**src/rtl/wpsc_pkg.sv**
```systemverilog
package wpsc_pkg;

    typedef enum logic [2:0] {
        ST_IDLE,
        ST_SR_ARM,
        ST_SR_BUSY,
        ST_PROG_BUSY,
        ST_ERASE_BUSY
    } wpsc_state_e;

    typedef enum logic [1:0] {
        ER_SECT,
        ER_BLK,
        ER_CHIP
    } er_kind_e;

    localparam int LADDER_STEPS = 6;

endpackage

```
**src/rtl/wpsc_prot_map.sv**
```systemverilog
module wpsc_prot_map #(
    parameter int ADDR_W = 19
) (
    input  logic [2:0]        level,
    input  logic [ADDR_W-1:0] addr,
    output logic              locked,
    output logic [ADDR_W:0]   lock_base
);
    import wpsc_pkg::*;

    localparam logic [ADDR_W:0] FULL = (ADDR_W+1)'(1) << ADDR_W;

    logic [LADDER_STEPS:1] hit;
    logic [ADDR_W:0]       base_at [LADDER_STEPS:1];

    // Step j locks the top fraction 1/2^(7-j): those top address bits all ones.
    generate
        for (genvar j = 1; j <= LADDER_STEPS; j++) begin : g_step
            localparam int TOPB = LADDER_STEPS + 1 - j;
            assign hit[j]     = &addr[ADDR_W-1 -: TOPB];
            assign base_at[j] = FULL - ((ADDR_W+1)'(1) << (ADDR_W - TOPB));
        end
    endgenerate

    always_comb begin
        locked    = 1'b0;
        lock_base = FULL;
        if (level == 3'd7) begin
            locked    = 1'b1;
            lock_base = '0;
        end else begin
            for (int j = 1; j <= LADDER_STEPS; j++) begin
                if (level == 3'(j)) begin
                    locked    = hit[j];
                    lock_base = base_at[j];
                end
            end
        end
    end

endmodule

```
**src/rtl/wpsc_erase_region.sv**
```systemverilog
module wpsc_erase_region #(
    parameter int ADDR_W = 19,
    parameter int SECT_W = 12,
    parameter int BLK_W  = 16
) (
    input  wpsc_pkg::er_kind_e kind,
    input  logic [ADDR_W-1:0]  addr,
    input  logic [ADDR_W:0]    lock_base,
    output logic [ADDR_W-1:0]  lo,
    output logic [ADDR_W:0]    hi,
    output logic               skip
);
    import wpsc_pkg::*;

    localparam logic [ADDR_W:0] SECT_SPAN = (ADDR_W+1)'(1) << SECT_W;
    localparam logic [ADDR_W:0] BLK_SPAN  = (ADDR_W+1)'(1) << BLK_W;

    always_comb begin
        unique case (kind)
            ER_SECT: begin
                lo   = {addr[ADDR_W-1:SECT_W], SECT_W'(0)};
                hi   = {1'b0, lo} + SECT_SPAN;
                skip = hi > lock_base;
            end
            ER_BLK: begin
                lo   = {addr[ADDR_W-1:BLK_W], BLK_W'(0)};
                hi   = {1'b0, lo} + BLK_SPAN;
                skip = hi > lock_base;
            end
            ER_CHIP: begin
                lo   = '0;
                hi   = lock_base;
                skip = (lock_base == '0);
            end
            default: begin
                lo   = '0;
                hi   = '0;
                skip = 1'b1;
            end
        endcase
    end

endmodule

```
**src/rtl/wpsc_busy_timer.sv**
```systemverilog
module wpsc_busy_timer #(
    parameter int CNT_W = 5
) (
    input  logic             clk,
    input  logic             rst_n,
    input  logic             load,
    input  logic [CNT_W-1:0] load_val,
    input  logic             run,
    output logic             done
);
    logic [CNT_W-1:0] cnt_q;

    always_ff @(posedge clk or negedge rst_n) begin
        if (!rst_n) begin
            cnt_q <= '0;
        end else if (load) begin
            cnt_q <= load_val;
        end else if (run && cnt_q != '0) begin
            cnt_q <= cnt_q - 1'b1;
        end
    end

    assign done = (cnt_q == '0);

endmodule

```
**src/rtl/wp_status_ctrl.sv**
```systemverilog
module wp_status_ctrl #(
    parameter int ADDR_W   = 19,
    parameter int SECT_W   = 12,
    parameter int BLK_W    = 16,
    parameter int SR_CYC   = 6,
    parameter int PROG_CYC = 4,
    parameter int SEC_CYC  = 10,
    parameter int BLK_CYC  = 14,
    parameter int CHIP_CYC = 20
) (
    input  logic              clk,
    input  logic              rst_n,
    input  logic              cs_n,
    input  logic              wp_n,
    input  logic              cmd_wren,
    input  logic              cmd_wrdi,
    input  logic              cmd_wrsr,
    input  logic              cmd_prog,
    input  logic              cmd_sec_erase,
    input  logic              cmd_blk_erase,
    input  logic              cmd_chip_erase,
    input  logic [7:0]        din,
    input  logic [ADDR_W-1:0] addr,
    output logic [7:0]        status,
    output logic              busy,
    output logic              wr_allow,
    output logic              prog_go,
    output logic              erase_go,
    output logic [ADDR_W-1:0] erase_lo,
    output logic [ADDR_W:0]   erase_hi
);
    import wpsc_pkg::*;

    localparam int MAX_A   = (SR_CYC > PROG_CYC) ? SR_CYC : PROG_CYC;
    localparam int MAX_B   = (SEC_CYC > BLK_CYC) ? SEC_CYC : BLK_CYC;
    localparam int MAX_C   = (MAX_A > MAX_B) ? MAX_A : MAX_B;
    localparam int MAX_CYC = (MAX_C > CHIP_CYC) ? MAX_C : CHIP_CYC;
    localparam int CNT_W   = $clog2(MAX_CYC + 1);

    wpsc_state_e       state_q, state_d;
    logic              wpen_q, wen_q;
    logic [4:0]        bp_q;
    logic [5:0]        pend_q;
    logic              prog_go_q, erase_go_q;
    logic [ADDR_W-1:0] erase_lo_q;
    logic [ADDR_W:0]   erase_hi_q;

    logic              hw_prot, addr_locked, er_skip, erase_req;
    logic [ADDR_W:0]   lock_base, er_hi;
    logic [ADDR_W-1:0] er_lo;
    er_kind_e          er_kind;
    logic              take_wrsr, take_prog, take_erase;
    logic              tmr_load, tmr_done;
    logic [CNT_W-1:0]  tmr_val;

    assign hw_prot = !wp_n && wpen_q;

    wpsc_prot_map #(.ADDR_W(ADDR_W)) u_map (
        .level     (bp_q[2:0]),
        .addr      (addr),
        .locked    (addr_locked),
        .lock_base (lock_base)
    );

    always_comb begin
        if (cmd_chip_erase)     er_kind = ER_CHIP;
        else if (cmd_blk_erase) er_kind = ER_BLK;
        else                    er_kind = ER_SECT;
    end

    assign erase_req = cmd_sec_erase || cmd_blk_erase || cmd_chip_erase;

    wpsc_erase_region #(.ADDR_W(ADDR_W), .SECT_W(SECT_W), .BLK_W(BLK_W)) u_region (
        .kind      (er_kind),
        .addr      (addr),
        .lock_base (lock_base),
        .lo        (er_lo),
        .hi        (er_hi),
        .skip      (er_skip)
    );

    // Command acceptance in idle; priority WRDI, WREN, WRSR, program, erase.
    always_comb begin
        take_wrsr  = 1'b0;
        take_prog  = 1'b0;
        take_erase = 1'b0;
        if (state_q == ST_IDLE && !cmd_wrdi && !cmd_wren) begin
            if (cmd_wrsr)
                take_wrsr = wen_q && !hw_prot;
            else if (cmd_prog)
                take_prog = wen_q && !addr_locked;
            else if (erase_req)
                take_erase = wen_q && !er_skip;
        end
    end

    // Next-state logic and timer loading
    always_comb begin
        state_d  = state_q;
        tmr_load = 1'b0;
        tmr_val  = '0;
        unique case (state_q)
            ST_IDLE: begin
                if (take_wrsr) begin
                    state_d = ST_SR_ARM;
                end else if (take_prog) begin
                    state_d  = ST_PROG_BUSY;
                    tmr_load = 1'b1;
                    tmr_val  = CNT_W'(PROG_CYC - 1);
                end else if (take_erase) begin
                    state_d  = ST_ERASE_BUSY;
                    tmr_load = 1'b1;
                    unique case (er_kind)
                        ER_CHIP: tmr_val = CNT_W'(CHIP_CYC - 1);
                        ER_BLK:  tmr_val = CNT_W'(BLK_CYC - 1);
                        default: tmr_val = CNT_W'(SEC_CYC - 1);
                    endcase
                end
            end
            ST_SR_ARM: begin
                if (hw_prot) begin
                    state_d = ST_IDLE;
                end else if (cs_n) begin
                    state_d  = ST_SR_BUSY;
                    tmr_load = 1'b1;
                    tmr_val  = CNT_W'(SR_CYC - 1);
                end
            end
            ST_SR_BUSY, ST_PROG_BUSY, ST_ERASE_BUSY: begin
                if (tmr_done) state_d = ST_IDLE;
            end
            default: state_d = ST_IDLE;
        endcase
    end

    wpsc_busy_timer #(.CNT_W(CNT_W)) u_timer (
        .clk      (clk),
        .rst_n    (rst_n),
        .load     (tmr_load),
        .load_val (tmr_val),
        .run      (busy),
        .done     (tmr_done)
    );

    // State register
    always_ff @(posedge clk or negedge rst_n) begin
        if (!rst_n) state_q <= ST_IDLE;
        else        state_q <= state_d;
    end

    // Register contents and array strobes
    always_ff @(posedge clk or negedge rst_n) begin
        if (!rst_n) begin
            wpen_q     <= 1'b0;
            bp_q       <= '0;
            wen_q      <= 1'b0;
            pend_q     <= '0;
            prog_go_q  <= 1'b0;
            erase_go_q <= 1'b0;
            erase_lo_q <= '0;
            erase_hi_q <= '0;
        end else begin
            prog_go_q  <= 1'b0;
            erase_go_q <= 1'b0;
            unique case (state_q)
                ST_IDLE: begin
                    if (cmd_wrdi)       wen_q <= 1'b0;
                    else if (cmd_wren)  wen_q <= 1'b1;
                    if (take_wrsr)      pend_q <= din[7:2];
                    if (take_prog)      prog_go_q <= 1'b1;
                    if (take_erase) begin
                        erase_go_q <= 1'b1;
                        erase_lo_q <= er_lo;
                        erase_hi_q <= er_hi;
                    end
                end
                ST_SR_BUSY: begin
                    if (tmr_done) begin
                        {wpen_q, bp_q} <= pend_q;
                        wen_q          <= 1'b0;
                    end
                end
                ST_PROG_BUSY, ST_ERASE_BUSY: begin
                    if (tmr_done) wen_q <= 1'b0;
                end
                default: ;
            endcase
        end
    end

    // Outputs
    always_comb begin
        busy     = (state_q == ST_SR_BUSY) || (state_q == ST_PROG_BUSY) ||
                   (state_q == ST_ERASE_BUSY);
        status   = busy ? 8'hFF : {wpen_q, bp_q, wen_q, 1'b0};
        wr_allow = (state_q == ST_IDLE) && wen_q && !addr_locked;
        prog_go  = prog_go_q;
        erase_go = erase_go_q;
        erase_lo = erase_lo_q;
        erase_hi = erase_hi_q;
    end

endmodule

```
**config.mk**
```make
export PLATFORM = sky130hd
export DESIGN_NAME = wp_status_ctrl
export DESIGN_NICKNAME = d
export VERILOG_FILES = /design/src/rtl/wpsc_pkg.sv /design/src/rtl/wpsc_prot_map.sv /design/src/rtl/wpsc_erase_region.sv /design/src/rtl/wpsc_busy_timer.sv /design/src/rtl/wp_status_ctrl.sv
export SDC_FILE = /design/constraint.sdc
export NUM_CORES = 1
export LEC_CHECK = 0
export ABC_AREA = 1
export BUFFER_PORTS_ARGS = -buffer_cell sky130_fd_sc_hd__buf_2
export CAP_MARGIN = 30
export CORE_MARGIN = 2
export CORE_UTILIZATION = 40
export DETAILED_ROUTE_END_ITERATION = 12
export MAX_ROUTING_LAYER = met4
export PLACE_DENSITY = 0.7
export SLEW_MARGIN = 20
export SYNTH_ARGS = -nofsm -noshare
export SYNTH_HDL_FRONTEND = slang
export SYNTH_HIERARCHICAL = 1
export SYNTH_SLANG_ARGS = --single-unit
```
**constraint.sdc**
```tcl
create_clock -name clk -period 8.3 [get_ports clk]
set_input_delay 2.49 -clock clk [delete_from_list [all_inputs] [get_ports clk]]
set_output_delay 2.49 -clock clk [all_outputs]
set_load 0.005 [all_outputs]
```
==> metrics.md <==
| Metric | Value |
|---|---|
| Placeable Area | 9680 um2 |
| Starting DRT DRC Count | 134 |
| Clock sink count | 62 |
| Post-DRT Antenna Nets | 0 |
| Slew Viols, Final | 0 |
| Setup crit start kind | input pin |
| Dominant synthesized flop cell | dfrtp_1 |
| WHS | 0.476 ns |
| Placer's final routability congestion estimate | 0.951 |
| Maximum vdd drop | between 0.09 and 0.1 mV |
| PortBufs | 74 |
| Normalized max-slew margin | 45.4% |
| Mux contribution to synthesized area | 0.284% |
| Setup CP Type | input pin to output port |
| Synth async-reset ratio | 100% |
| Hold-fix buffers, CTS | 0 |
| DR vias | between 3000 and 4000 |
| P per Cell Area | 298 nW/um2 |
| Nets | about 700 |
| Die area | 10700 um2 |
| Antenna violations before repair | 0 |
| Cell count of the worst reg-to-reg path | 20 |
| Die X | 104 um |
| Register bit total from synthesis | 62 |
| Largest net degree at the start of global routing | 63 |
| Num rows | 36 |
| CTS buffer count | 9 |
| TritonRoute pass-1 iters | 4 |
| Count leader, synth | nand2_1 |
| Fmax | about 170 MHz |
| Final-report setup violation count | 0 |
| H-tree depth | 3 |
| Cell accounting for the most synthesized area | dfrtp_1 |
| Share of layout cells above drive strength 1 | approximately 18% |
| Synth Area in Compound Gates | 6.24% |
| Yosys cell types | 36 |
| Final WL | 9160 um |
| Synth Area per Inst | 6.95 um2 |
| Hold WC Path Type | flop to flop |
| Xor/xnor cell area share of the yosys netlist | 1.10% |
| Share of the synthesized area in the top cell type | 39.1% |
| Syn Inst Count | 571 |
| Hold path depth | 2 |
| Fin area | 4520 um2 |
| Post-DP Area | ~4300 um2 |
| Netlist Area Pre-Place | 3970 um2 |
| FF-to-FF Start | bp_q[1]$_DFFE_PN0P_ |
| Commonest cells in the netlist | 213 x nand2_1, 79 x inv_1, 64 x nor2_1 |
| Vias/cell | 4.51 |
| DPL Wire Length | about 6500 um |
| P&R area growth vs syn | 14.0% |
| Total number of yosys warnings | 6 |
| WL per Instance | 11.7 um |
| Tmin final | 5.83 ns |
| Post-cts sizing count | 0 |
| Root Buffer | clkbuf_8 |
| Simple-gate share of the synthesized area | 33.3% |
| Initial Utilization | 41.0% |
| Crit path from | addr[16] |
| Worst EP required | 5.81 ns |
| CP endpoint kind | output port |
| CTS clk-pin slew, worst paths | around 0.08 ns |
| Largest family of logic cells by synthesized area | simple AND/OR/NAND/NOR gates |
| Setup Buffers After CTS | 0 |
| Clock tree buffer depth | 2 |
| Fin crit share | ~70% |
| Non-Filler Instances | 781 |
| Synth area leaders | dfrtp_1 39%, nand2_1 20%, inv_1 7.5% |
| First-pass GRT wire length | 16100 um |
| DRC violations left | 0 |
| CTS tree | done |
| Diodes inserted | 0 |
| Clk Latency, worst-skew pair | approximately 0.34 ns |
| I/O pin cnt | 89 |
| Final hold violations | 0 |
| RSZ-0062 raised after global routing | false |
| Seq/Total Area, Yosys | 39.1% |
| Status | finished, final reports clean |
| Critical path fanouts, max | 7 |
| WP data arrival | 3.34 ns |
| Actual slew at the worst max-slew pin | 0.819 ns |
| Max-cap violations | 0 |
| Grt ovf | 0 |
| Number of synthesized flops with an enable pin | 0 |
| P_leak | 2.72 nW |
| Hold path startpoint | erase_lo[16]$_DFFE_PN0P_ |
| Synth Area in Adders | around 4.7% |
| Placed cell count | 765 |
| GRT Resource Usage Total | 18.9% |
| Setup TNS | 0 ns |
| Chip height | 104 um |
| Vias in the first global route | approximately 3600 |
| Clock Skew | 0.00845 ns |
sequential cells by signal, summed over array words and instances (netlist names):
| name | count |
|---|---|
| wpen_q | 1 |
| erase_hi | 20 |
| u_timer/cnt_q | 5 |
| bp_q | 5 |
| erase_lo | 19 |
| prog_go | 1 |
| pend_q | 6 |
| erase_go | 1 |
| wen_q | 1 |
| state_q | 3 |
layout by cell type (no fill, tap or decap), types with 2 or more instances in the layout:
| cell type | count |
|---|---|
| a21oi_1 | 15 |
| buf_2 | 74 |
| clkbuf_8 | 10 |
| clkinvlp_4 | 2 |
| conb_1 | 25 |
| dfrtp_1 | 62 |
| ha_1 | 15 |
| inv_1 | 79 |
| inv_2 | 5 |
| inv_6 | 2 |
| nand2_1 | 213 |
| nand2_2 | 3 |
| nand2_4 | 2 |
| nand3_1 | 19 |
| nand4_1 | 2 |
| nor2_1 | 64 |
| nor2_2 | 6 |
| o21ai_0 | 13 |
| o21ai_1 | 6 |
| o21ai_2 | 2 |
| o22ai_1 | 2 |
| or2_2 | 5 |
| xor2_1 | 5 |
per-layer routing:
| layer | vias up | share of wire, % | GRT usage [%] |
|---|---|---|---|
| li1 | 1829 | - | - |
| met1 | 1612 | 46 | 22.5 |
| met2 | 67 | 48 | 31.0 |
| met3 | 11 | 4.4 | 4.66 |
| met4 | 0 | 1.4 | 7.05 |
| met5 | - | 0 | - |
logic make-up after synthesis:
logic type,count (synthesis)
simple gates,321
buf+inv,121
flops,62
compound gates,44
fa+ha+maj,15
xor+xnor,5
other cells,2
mux,1
worst paths after layout:
kind	end	slack, ns
worst max-delay path	wr_allow	2.47
worst min-delay path	erase_lo[16]$_DFFE_PN0P_	0.48
worst max register to register	erase_lo[14]$_DFFE_PN0P_	4.56
worst min register to register	erase_lo[16]$_DFFE_PN0P_	0.48
max in group asynchronous	erase_lo[0]$_DFFE_PN0P_	5.44
min in group asynchronous	erase_hi[16]$_DFFE_PN0P_	2.29
metrics by stage:
step / util (%) / power [W] / setup slack, ns
after floorplan: - / 0.000883 / 2.84
after global placement: 44.6 / 0.00105 / 2.45
after detailed placement: 44.6 / 0.00107 / 2.34
after CTS: 46.7 / 0.00136 / 2.46
after global routing: 46.7 / 0.00149 / 2.28
final: 46.7 / 0.00135 / 2.47
cell type report:
cell class	instances	area [um2]
flip-flops and latches	62	1550
well taps	133	166
repair buffers	75	378
inverters	84	315
fillers	1022	5160
clock inverters	6	67.6
multi-input cells	411	1910
clock buffers	10	138
critical path, cell delays in order:
cell	delay (ns)
buf_2	0.15
nand2_1	0.06
inv_1	0.04
nand3_1	0.07
nand2_1	0.05
nand2_1	0.06
nand2_1	0.05
inv_1	0.05
nand2_1	0.08
nor2_1	0.13
buf_2	0.12
power by group:
part	leakage (nW)	internal, W	switching (W)	total (W)
Clock	0.0993	0.000148	0.000133	0.000281
Sequential	0.809	0.000411	0.0000732	0.000484
Combinational	1.81	0.000240	0.000343	0.000584
Power figures use the tool's default switching activity.
